### src/rtl/scr_pkg.sv
package scr_pkg;
  localparam int RES         = 12;
  localparam int SX_W        = 16;
  localparam int ZERO_SLOT   = 3;
  localparam int LAST_DATA   = ZERO_SLOT + RES;
  localparam int LAST_MIRROR = LAST_DATA + RES - 1;
  localparam int MIN_BITS    = 3;
  localparam int SLOT_W      = $clog2(LAST_MIRROR + 1);
  localparam int NB_W        = $clog2(RES + 1);

  typedef enum logic [1:0] {SQ_IDLE, SQ_RUN, SQ_GUARD} sq_state_e;
endpackage

### src/rtl/scr_rstsync.sv
module scr_rstsync (
  input  logic clk,
  input  logic rst_n,
  output logic rst_n_sync
);
  logic [1:0] sync_q;

  always_ff @(posedge clk or negedge rst_n) begin
    if (!rst_n) sync_q <= 2'b00;
    else        sync_q <= {sync_q[0], 1'b1};
  end

  assign rst_n_sync = sync_q[1];
endmodule

### src/rtl/scr_halfdiv.sv
module scr_halfdiv #(
  parameter int DIV_W = 8
) (
  input  logic             clk,
  input  logic             rst_n,
  input  logic             run,
  input  logic [DIV_W-1:0] div_max,
  output logic             half_tick
);
  logic [DIV_W-1:0] cnt_q, cnt_d;

  always_comb begin
    half_tick = run && (cnt_q == div_max);
    if (!run || half_tick) cnt_d = '0;
    else                   cnt_d = cnt_q + 1'b1;
  end

  always_ff @(posedge clk or negedge rst_n) begin
    if (!rst_n) cnt_q <= '0;
    else        cnt_q <= cnt_d;
  end
endmodule

### src/rtl/scr_seq.sv
module scr_seq
  import scr_pkg::*;
#(
  parameter int DIV_W = 8
) (
  input  logic              clk,
  input  logic              rst_n,
  input  logic              start_i,
  input  logic [DIV_W-1:0]  div_i,
  input  logic [NB_W-1:0]   nbits_i,
  input  logic              mirror_i,
  input  logic              half_tick,
  output logic              run,
  output logic [DIV_W-1:0]  div_q,
  output logic              cs_n,
  output logic              sclk,
  output logic              load,
  output logic              rise_evt,
  output logic [SLOT_W-1:0] rise_idx,
  output logic              end_evt,
  output logic              busy
);
  localparam logic [NB_W-1:0]   NB_MIN   = NB_W'(MIN_BITS);
  localparam logic [NB_W-1:0]   NB_MAX   = NB_W'(RES);
  localparam logic [SLOT_W-1:0] SLOT_ZERO = SLOT_W'(ZERO_SLOT);
  localparam logic [SLOT_W-1:0] SLOT_MIR  = SLOT_W'(LAST_MIRROR);

  sq_state_e         state_q, state_d;
  logic              cs_n_q, cs_n_d;
  logic              sclk_q, sclk_d;
  logic [SLOT_W-1:0] rcnt_q, rcnt_d;
  logic [SLOT_W-1:0] last_q, last_d;
  logic              gdone_q, gdone_d;
  logic [DIV_W-1:0]  div_d;
  logic [NB_W-1:0]   nb_eff;
  logic [SLOT_W-1:0] last_new;

  always_comb begin
    if (nbits_i < NB_MIN)      nb_eff = NB_MIN;
    else if (nbits_i > NB_MAX) nb_eff = NB_MAX;
    else                       nb_eff = nbits_i;
    if (mirror_i && (nb_eff == NB_MAX)) last_new = SLOT_MIR;
    else                                last_new = SLOT_ZERO + SLOT_W'(nb_eff);
  end

  always_comb begin
    load     = (state_q == SQ_IDLE) && start_i;
    rise_evt = (state_q == SQ_RUN) && half_tick && !sclk_q;
    rise_idx = rcnt_q + 1'b1;
    end_evt  = (state_q == SQ_RUN) && half_tick && sclk_q && (rcnt_q == last_q);
    run      = (state_q != SQ_IDLE);
    busy     = run;
    cs_n     = cs_n_q;
    sclk     = sclk_q;
  end

  always_comb begin
    state_d = state_q;
    cs_n_d  = cs_n_q;
    sclk_d  = sclk_q;
    rcnt_d  = rcnt_q;
    last_d  = last_q;
    gdone_d = gdone_q;
    div_d   = div_q;
    case (state_q)
      SQ_IDLE: begin
        if (start_i) begin
          state_d = SQ_RUN;
          cs_n_d  = 1'b0;
          sclk_d  = 1'b0;
          rcnt_d  = '0;
          div_d   = div_i;
          last_d  = last_new;
        end
      end
      SQ_RUN: begin
        if (half_tick) begin
          if (!sclk_q) begin
            sclk_d = 1'b1;
            rcnt_d = rise_idx;
          end else begin
            sclk_d = 1'b0;
            if (rcnt_q == last_q) begin
              cs_n_d  = 1'b1;
              state_d = SQ_GUARD;
              gdone_d = 1'b0;
            end
          end
        end
      end
      SQ_GUARD: begin
        if (half_tick) begin
          gdone_d = 1'b1;
          if (gdone_q) state_d = SQ_IDLE;
        end
      end
      default: state_d = SQ_IDLE;
    endcase
  end

  always_ff @(posedge clk or negedge rst_n) begin
    if (!rst_n) begin
      state_q <= SQ_IDLE;
      cs_n_q  <= 1'b1;
      sclk_q  <= 1'b0;
      rcnt_q  <= '0;
      last_q  <= '0;
      gdone_q <= 1'b0;
      div_q   <= '0;
    end else begin
      state_q <= state_d;
      cs_n_q  <= cs_n_d;
      sclk_q  <= sclk_d;
      rcnt_q  <= rcnt_d;
      last_q  <= last_d;
      gdone_q <= gdone_d;
      div_q   <= div_d;
    end
  end
endmodule

### src/rtl/scr_capture.sv
module scr_capture
  import scr_pkg::*;
(
  input  logic              clk,
  input  logic              rst_n,
  input  logic              clear,
  input  logic              rise_evt,
  input  logic [SLOT_W-1:0] rise_idx,
  input  logic              sdata_i,
  output logic [RES-1:0]    word,
  output logic              err
);
  logic [RES-1:0] word_q, word_d;
  logic [RES-1:0] mis_hit;
  logic           zero_hit;
  logic           err_q, err_d;

  for (genvar i = 0; i < RES; i++) begin : g_bit
    localparam logic [SLOT_W-1:0] DATA_SLOT = SLOT_W'(LAST_DATA - i);
    always_comb begin
      if (clear)                                   word_d[i] = 1'b0;
      else if (rise_evt && (rise_idx == DATA_SLOT)) word_d[i] = sdata_i;
      else                                         word_d[i] = word_q[i];
    end
    if (i == 0) begin : g_shared
      assign mis_hit[i] = 1'b0;
    end else begin : g_mirror
      localparam logic [SLOT_W-1:0] MIR_SLOT = SLOT_W'(LAST_DATA + i);
      assign mis_hit[i] = rise_evt && (rise_idx == MIR_SLOT) && (sdata_i != word_q[i]);
    end
  end

  always_comb begin
    zero_hit = rise_evt && (rise_idx == SLOT_W'(ZERO_SLOT)) && sdata_i;
    if (clear) err_d = 1'b0;
    else       err_d = err_q | zero_hit | (|mis_hit);
  end

  always_ff @(posedge clk or negedge rst_n) begin
    if (!rst_n) begin
      word_q <= '0;
      err_q  <= 1'b0;
    end else begin
      word_q <= word_d;
      err_q  <= err_d;
    end
  end

  assign word = word_q;
  assign err  = err_q;
endmodule

### src/rtl/scr_reader.sv
module scr_reader
  import scr_pkg::*;
#(
  parameter int DIV_W = 8
) (
  input  logic              clk,
  input  logic              rst_n,
  input  logic              start_i,
  input  logic [DIV_W-1:0]  div_i,
  input  logic [NB_W-1:0]   nbits_i,
  input  logic              mirror_i,
  input  logic              sdata_i,
  output logic              cs_n_o,
  output logic              sclk_o,
  output logic              busy_o,
  output logic              valid_o,
  output logic              error_o,
  output logic [RES-1:0]    result_o,
  output logic [SX_W-1:0]   result_sx_o
);
  logic              rst_n_s;
  logic              half_tick, run, load, rise_evt, end_evt;
  logic [DIV_W-1:0]  div_q;
  logic [SLOT_W-1:0] rise_idx;
  logic [RES-1:0]    word;
  logic              cap_err;
  logic [RES-1:0]    result_q, result_d;
  logic              err_q, err_d;
  logic              valid_q;

  scr_rstsync i_rst (.clk(clk), .rst_n(rst_n), .rst_n_sync(rst_n_s));

  scr_halfdiv #(.DIV_W(DIV_W)) i_div (
    .clk(clk), .rst_n(rst_n_s), .run(run), .div_max(div_q), .half_tick(half_tick)
  );

  scr_seq #(.DIV_W(DIV_W)) i_seq (
    .clk(clk), .rst_n(rst_n_s), .start_i(start_i), .div_i(div_i), .nbits_i(nbits_i),
    .mirror_i(mirror_i), .half_tick(half_tick), .run(run), .div_q(div_q),
    .cs_n(cs_n_o), .sclk(sclk_o), .load(load), .rise_evt(rise_evt),
    .rise_idx(rise_idx), .end_evt(end_evt), .busy(busy_o)
  );

  scr_capture i_cap (
    .clk(clk), .rst_n(rst_n_s), .clear(load), .rise_evt(rise_evt),
    .rise_idx(rise_idx), .sdata_i(sdata_i), .word(word), .err(cap_err)
  );

  always_comb begin
    result_d = end_evt ? word    : result_q;
    err_d    = end_evt ? cap_err : err_q;
  end

  always_ff @(posedge clk or negedge rst_n_s) begin
    if (!rst_n_s) begin
      result_q <= '0;
      err_q    <= 1'b0;
      valid_q  <= 1'b0;
    end else begin
      result_q <= result_d;
      err_q    <= err_d;
      valid_q  <= end_evt;
    end
  end

  assign valid_o     = valid_q;
  assign error_o     = err_q;
  assign result_o    = result_q;
  assign result_sx_o = {{(SX_W-RES){result_q[RES-1]}}, result_q};
endmodule

### config.mk
export PLATFORM = sky130hd
export DESIGN_NAME = scr_reader
export DESIGN_NICKNAME = d
export VERILOG_FILES = /design/src/rtl/scr_pkg.sv /design/src/rtl/scr_rstsync.sv /design/src/rtl/scr_halfdiv.sv /design/src/rtl/scr_seq.sv /design/src/rtl/scr_capture.sv /design/src/rtl/scr_reader.sv
export SDC_FILE = /design/constraint.sdc
export NUM_CORES = 1
export LEC_CHECK = 0
export ABC_AREA = 0
export BUFFER_PORTS_ARGS = -buffer_cell sky130_fd_sc_hd__buf_2
export CAP_MARGIN = 0
export CORE_MARGIN = 3
export CORE_UTILIZATION = 50
export CTS_CLUSTER_DIAMETER = 60
export DETAILED_ROUTE_END_ITERATION = 8
export MAX_ROUTING_LAYER = met4
export PLACE_DENSITY = 0.82
export SYNTH_ARGS = -nofsm -noshare
export SYNTH_HDL_FRONTEND = slang
export SYNTH_HIERARCHICAL = 1
export SYNTH_SLANG_ARGS = --single-unit
### constraint.sdc
create_clock -name clk -period 2.4 [get_ports clk]
set_input_delay 0.48 -clock clk [delete_from_list [all_inputs] [get_ports clk]]
set_output_delay 0.48 -clock clk [all_outputs]
set_load 0.05 [all_outputs]
# Yosys cells after proc, flatten, opt, wreduce, memory -nomap -nowiden
# Index checks and enable logic that the tools add are counted.
[totals]
ff_bits = 60
latch_bits = 0
ram_bits = 0
mem_bits_ro = 0
input_bits = 17
out_inout_bits = 33
wordCells = 201
n_memories = 0
[op_classes]
add_sub_neg = 3
mul = 0
n_div = 0
magnitude_cmp = 2
eq_ne = 47
shift = 0
n_mux = 53
bitwise_logic = 2
n_reduce_logical = 69
[ops]
columns = ["operator", "n"]
rows = [
  ["equality test 5 bit (second input constant)", 11],
  ["logical AND 1 bit", 43],
  ["equality test 5 x 4 -> 1 bit (second input constant)", 8],
  ["2-to-1 mux 1 bit", 35],
  ["nonzero test 2 bit", 15],
  ["equality test 5 x 3 -> 1 bit (second input constant)", 4],
  ["2-to-1 mux 5 bit", 4],
  ["2-to-1 mux 2 bit", 6],
  ["!= test 1 bit", 11],
  ["OR reduction 11 bit", 1],
  ["case mux 5 bit (2 select lines)", 1],
  ["AND reduction 5 bit", 2],
  ["adder 8 x 1 -> 8 bit (second input constant)", 1],
  ["equality test 8 bit", 1],
  ["2-to-1 mux 4 bit", 2],
  ["2-to-1 mux 8 bit", 1],
  ["!= test 2 x 1 -> 1 bit (second input constant)", 4],
  ["!= test 2 bit (second input constant)", 3],
  ["case mux 1 bit (2 select lines)", 3],
  ["case mux 2 bit (3 select lines)", 1],
  ["AND reduction 6 bit", 1],
  ["adder 2 x 4 -> 5 bit (first input constant)", 1],
  ["adder 5 x 1 -> 5 bit (second input constant)", 1],
  ["equality test 5 x 2 -> 1 bit (second input constant)", 1],
  ["13 further kinds", 15],
]

# Depth between registers and ports, before layout
[logic_depth]
ltp_word = 9
ltp_mapped = 11
ltp_nobuf = 9

# Hierarchy
# Netlist, hierarchy kept.
[by_module_without_submodules]
columns = ["mod", "instances", "cells_each", "area_each_um2", "seq_area_each_um2"]
rows = [
  ["scr_seq", 1, 122, 1184.9, 576.8],
  ["scr_capture", 1, 93, 830.8, 325.3],
  ["scr_reader", 1, 44, 665.6, 350.3],
  ["scr_halfdiv", 1, 46, 500.5, 200.2],
  ["scr_rstsync", 1, 3, 53.8, 50.0],
]

# Worst setup path before layout
# Ideal clock, no wire load.
[synth_timing]
path_type = "reg-to-reg"
from = "register i_seq.div_q[7]"
to = "register result_q[0], in the netlist result_o[0]"
setup_time_ns = 0.125
arrival_ns = 2.526
t_required_ns = 2.275
setup_slack_ns = -0.251
stages_incl_launch_ff = 9
n_path_buf = 1
synth_period_minus_slack_ns = 2.651
cell_sequence = "dfrtp_1 > xor2_2 > nor4_2 > and3_1 > and3_1 > nand4_1 > nor2_1 > buf_6 > mux2_4"
[synth_between]
elab_chain_cells = 5
[synth_rtl]
columns = ["item", "line_no", "text"]
rows = [
  ["start, declared", "scr_seq.sv:14", "output logic [DIV_W-1:0] div_q,"],
  ["start signal, assigned", "scr_seq.sv:117", "div_q <= div_d;"],
  ["equality test 8 bit", "scr_halfdiv.sv:13", "half_tick = run && (cnt_q == div_max);"],
  ["logical AND 1 bit", "scr_halfdiv.sv:13", ""],
  ["via half_tick", "scr_reader.sv:22", "logic half_tick, run, load, rise_evt, end_evt;"],
  ["logical AND 1 bit (3 in series)", "scr_seq.sv:50", "end_evt = (state_q == SQ_RUN) && half_tick && sclk_q && (rcnt_q == last_q);"],
  ["via end_evt", "scr_reader.sv:22", ""],
  ["end signal, assigned", "scr_reader.sv:60", "result_q <= result_d;"],
  ["end, declared", "scr_reader.sv:27", "logic [RES-1:0] result_q, result_d;"],
]
# The timed path passes the listed nets, and every way through them passes these cells.
# A chain may end at the register's enable or synchronous reset.

# Worst setup path in the final report
[layout_timing]
from = "register i_seq.div_q[5]"
to = "register i_cap.err_q, in the netlist i_cap/err"
[layout_between]
elab_chain_cells = 9
word_cells_on_any_way = 32
classes_between = "1 x eq/ne; 1 x mux; 2 x bitwise; 28 x reduce/logical"
[layout_rtl]
columns = ["item", "line_no", "text"]
rows = [
  ["equality test 8 bit *", "scr_halfdiv.sv:13", ""],
  ["logical AND 1 bit *", "scr_halfdiv.sv:13", ""],
  ["via half_tick", "scr_reader.sv:22", ""],
  ["logical AND 1 bit * (2 in series)", "scr_seq.sv:48", "rise_evt = (state_q == SQ_RUN) && half_tick && !sclk_q;"],
  ["via rise_evt", "scr_reader.sv:22", ""],
  ["logical AND 1 bit (on tied branches) (2 in series)", "scr_capture.sv:29, scr_capture.sv:34", ""],
  ["OR reduction 11 bit / bitwise OR 1 bit (equally long branches)", "scr_capture.sv:36", "else err_d = err_q | zero_hit | (|mis_hit);"],
  ["bitwise OR 1 bit *", "scr_capture.sv:36", ""],
  ["2-to-1 mux 1 bit *", "scr_capture.sv:35", "if (clear) err_d = 1'b0;"],
  ["via i_cap.err_d", "scr_capture.sv:16", "logic err_q, err_d;"],
  ["end signal, assigned", "scr_capture.sv:45", "err_q <= err_d;"],
  ["end, declared", "scr_capture.sv:16", ""],
]
# The timed path passes the listed nets; every way through them passes the cells marked *.

==> results.md <==
- GRT Util Overall: about a fifth
- Comb power frac: 28.7%
- NetSw: 0.00110 W
- Crit path arrival time: 2660 ps
- CTS H-tree lvls: 3
- Die area: 7470 um2
- Mapped Area: around 3200 um2
- Synthesis Warnings: 6
- CTS tree: done
- CTS Buf Count: 9
- Crit path kind: register to register
- Initial antenna violation count: 0
- Setup-failing EPs final: 0
- WL final: 6.56 mm
- Unrepaired setup endpoints after global routing: true
- Die Width: 86.4 um
- Status: finished, final reports clean
- 1st-pass router iterations: 4
- Final TNS setup: 0 ps
- Fill cell count: 491
- Routability congestion estimate: 0.827
- Busiest grt layer: met2
- Boundary Pins: 50
- HPWL after detailed placement: 4.61 mm
- First-pass GRT wire length: about 11 mm
- Post-Syn Instances: between 300 and 400
- Hold slack: about 220 ps
- Sequential area share after synthesis: 46.4%
- Post-DR wirelength/cell: 14.9 um
- Slew @ Worst Pin: 613 ps
- Worst reg2reg path startpoint: i_seq/div_q[5]
- Final net count: 380
- Max Root-Sink Buffers: 2
- Initial Util: ~53%
- Hold Fails Final Rpt: 0
- Final Cycle Share: 99.4%
- DP Cell Count: 416
- Max VDD drop: 537 uV
- Syn nets: 328
- Die Ht: 86.4 um
- Clock power frac: 31.4%
- Count of cell types in the netlist: 54
- Max FO, Critical Path: 4
- Pwr Total: 0.00338 W
- Ys async rst share: 100%
- CTS clock-pin slew for the worst setup and hold paths: 70 ps
- Fin crit period: 2390 ps
- PwrDens: 880 nW/um2
- Hold Crit Class: register to async pin
- N_diodes: 0
- Worst Setup End Kind: register
- PnR worst setup slack: 13.5 ps
- Clk sinks: 60
- Place WS: 19.4 ps
- Leakage: 1.91 nW
- Iter 0 DRT Violations: 162
- Max Fclk: 0.419 GHz
- Fin cells: 440
- Number of enable-type register cells in the synthesized netlist: 0
- Beginning of the critical path: i_seq/div_q[5]
- Synthesized area per cell: 10.5 um2
- Largest net degree at the start of global routing: 41
- DR vias: 2362
- Number of synthesized register bits: 60
- GRT met3 Usage: around 4.8%
- Slew HR: 58.8%
- Worst Skew: about 16 ps
- Core area: roughly 6100 um2
- Worst Path Required: 2670 ps
- Met2 global-route usage: a little under 30%
- Switching Fraction: around 33%
- Std-Cell Rows: 28
- Vias in the first global route: 2338
- Area delta synth->final: 18.7%
- Flop pwr share: 40.0%
- Ys flop type: dfrtp_1
- Later-pin clock latency in the skew report: 350 ps
- GRT overflow: 0
- CP startpoint kind: register
- Met1 GRT Util: 26.2%
- Antenna Nets Post-Route: 0
- Clock Tree Root: clkbuf_8
- Int Pwr: 0.00228 W
- Vias/cell: roughly 5.4
- Max-cap violations: 0
- Drt drc: 0
- Layout cells sized above 1: 33.4%
- Port buffer count: 49
- Max-slew violation count: 0
==> layer usage <==
metal  routed length [um]  up-vias  share of wire (%)
met5                    0        -                  0
met4                   93        0                1.4
met1                 2930     1134                 45
li1                     -     1158                  -
met2                 3200       62                 49
met3                  332        8                5.1
==> timing repair <==
action / in CTS / in global routing
hold buffers: 1 / 0
setup endpoints to repair: 0 / 25
gates resized for setup: 0 / 5
setup buffers: 0 / 7
endpoints found under the hold margin: 2 / 0
==> final timing paths <==
path / to / slack [ps] / cells past startpoint
worst max-delay path: i_cap/err / 10 / 8
worst min-delay path: i_cap/word[2] / 220 / 0
worst max register to register: i_cap/err / 10 / 8
worst min register to register: i_cap/word[2] / 220 / 0
max in group asynchronous: i_seq/cs_n / 1550 / 1
min in group clk: i_seq/div_q[2] / 320 / 3
==> flip-flops by register name (all words and copies together), names as in the netlist, 2 cells and up <==
signal and cells:
i_seq/last_q 5, i_seq/rcnt_q 5, i_seq/state_q 2, i_rst/sync_q 2, i_div/cnt_q 8, i_seq/div_q 8, result_o 12, i_cap/word 12
==> placed cells by master (no fill, tap or decap), types with 4 or more instances in the layout <==
cell type  instances
buf_2             49
mux2_2             4
or3_1              5
nand2_1           43
nand3_1            9
a21oi_1            8
xnor2_1           10
buf_4             20
mux2_4            10
a211oi_1           5
o21ai_0            8
nor2_1            17
nor3_1             4
a22o_1             4
dfrtp_1           58
xor2_1            12
mux2i_1           11
nand2b_1           4
inv_1              8
clkbuf_8          12
==> synth_stat cells (2+ instances only) <==
cell	n	area, um2
nor4_2	2	25.0
xor2_2	2	32.5
nand4_1	2	12.5
maj3_1	2	20.0
xor2_1	12	105
ha_1	3	37.5
nor2_1	18	67.6
nand2b_1	5	31.3
mux2_4	10	150
nand2_1	43	161
or4_1	2	15.0
a221oi_1	3	26.3
o21ai_0	9	45.0
xnor2_1	10	87.6
nand3b_1	2	15.0
nor3_1	5	25.0
nand3_1	9	45.0
a22o_1	4	35.0
or2_2	2	12.5
mux2i_1	11	110
inv_1	8	30.0
buf_6	5	56.3
a211oi_1	5	37.5
nand4b_1	2	17.5
nor3b_1	3	22.5
buf_4	18	135
mux2_2	4	45.0
clkbuf_1	3	11.3
or3_1	5	31.3
a21oi_1	9	45.0
and3_1	2	12.5
buf_2	5	25.0
nor2b_1	3	18.8
dfrtp_1	59	1480
a31oi_1	2	12.5
==> kinds of logic after synthesis <==
kind of cell / synth area share, %
other: 0.116
XOR/XNOR: 6.96
multiplexers: 10.1
AO/OA/AOI/OAI: 9.05
flip-flops: 46.4
AND/OR/NAND/NOR: 17.4
buffers and inverters: 8.12
adder cells (fa/ha/maj): 1.78
==> layout make-up <==
class	count	area, um2	share of cell area, %
clock buffers	12	165	4.30
clock inverters	4	70.1	1.82
inverters	9	35.0	0.912
multi-input cells	208	1530	39.8
flip-flops and latches	60	1500	39.2
well taps	75	93.8	2.44
repair buffers	72	445	11.6
==> power by group through the flow <==
stage,Combinational (W),Sequential [W],Clock [W]
CTS,0.000908,0.00136,0.00108
floorplan,0.000642,0.00140,0
global placement,0.000866,0.00137,0
global route,0.00106,0.00138,0.00112
detailed placement,0.000902,0.00138,0
finish,0.000969,0.00135,0.00106
==> critical path, stage by stage (launching register included) <==
cell,delay [ps]
dfrtp_1,400
xor2_1,190
nor4_4,310
and3_4,230
and4bb_2,310
nand3b_1,150
or4_1,460
o211ai_1,120
or3_1,140
==> through the flow <==
stage / util [%] / area, um2
after floorplan: - / 3280
final: 63.0 / 3840
after global routing: 63.0 / 3840
after detailed placement: 57.9 / 3530
after global placement: 57.9 / 3530
after CTS: 61.9 / 3770
(Power assumes the default switching activity.)
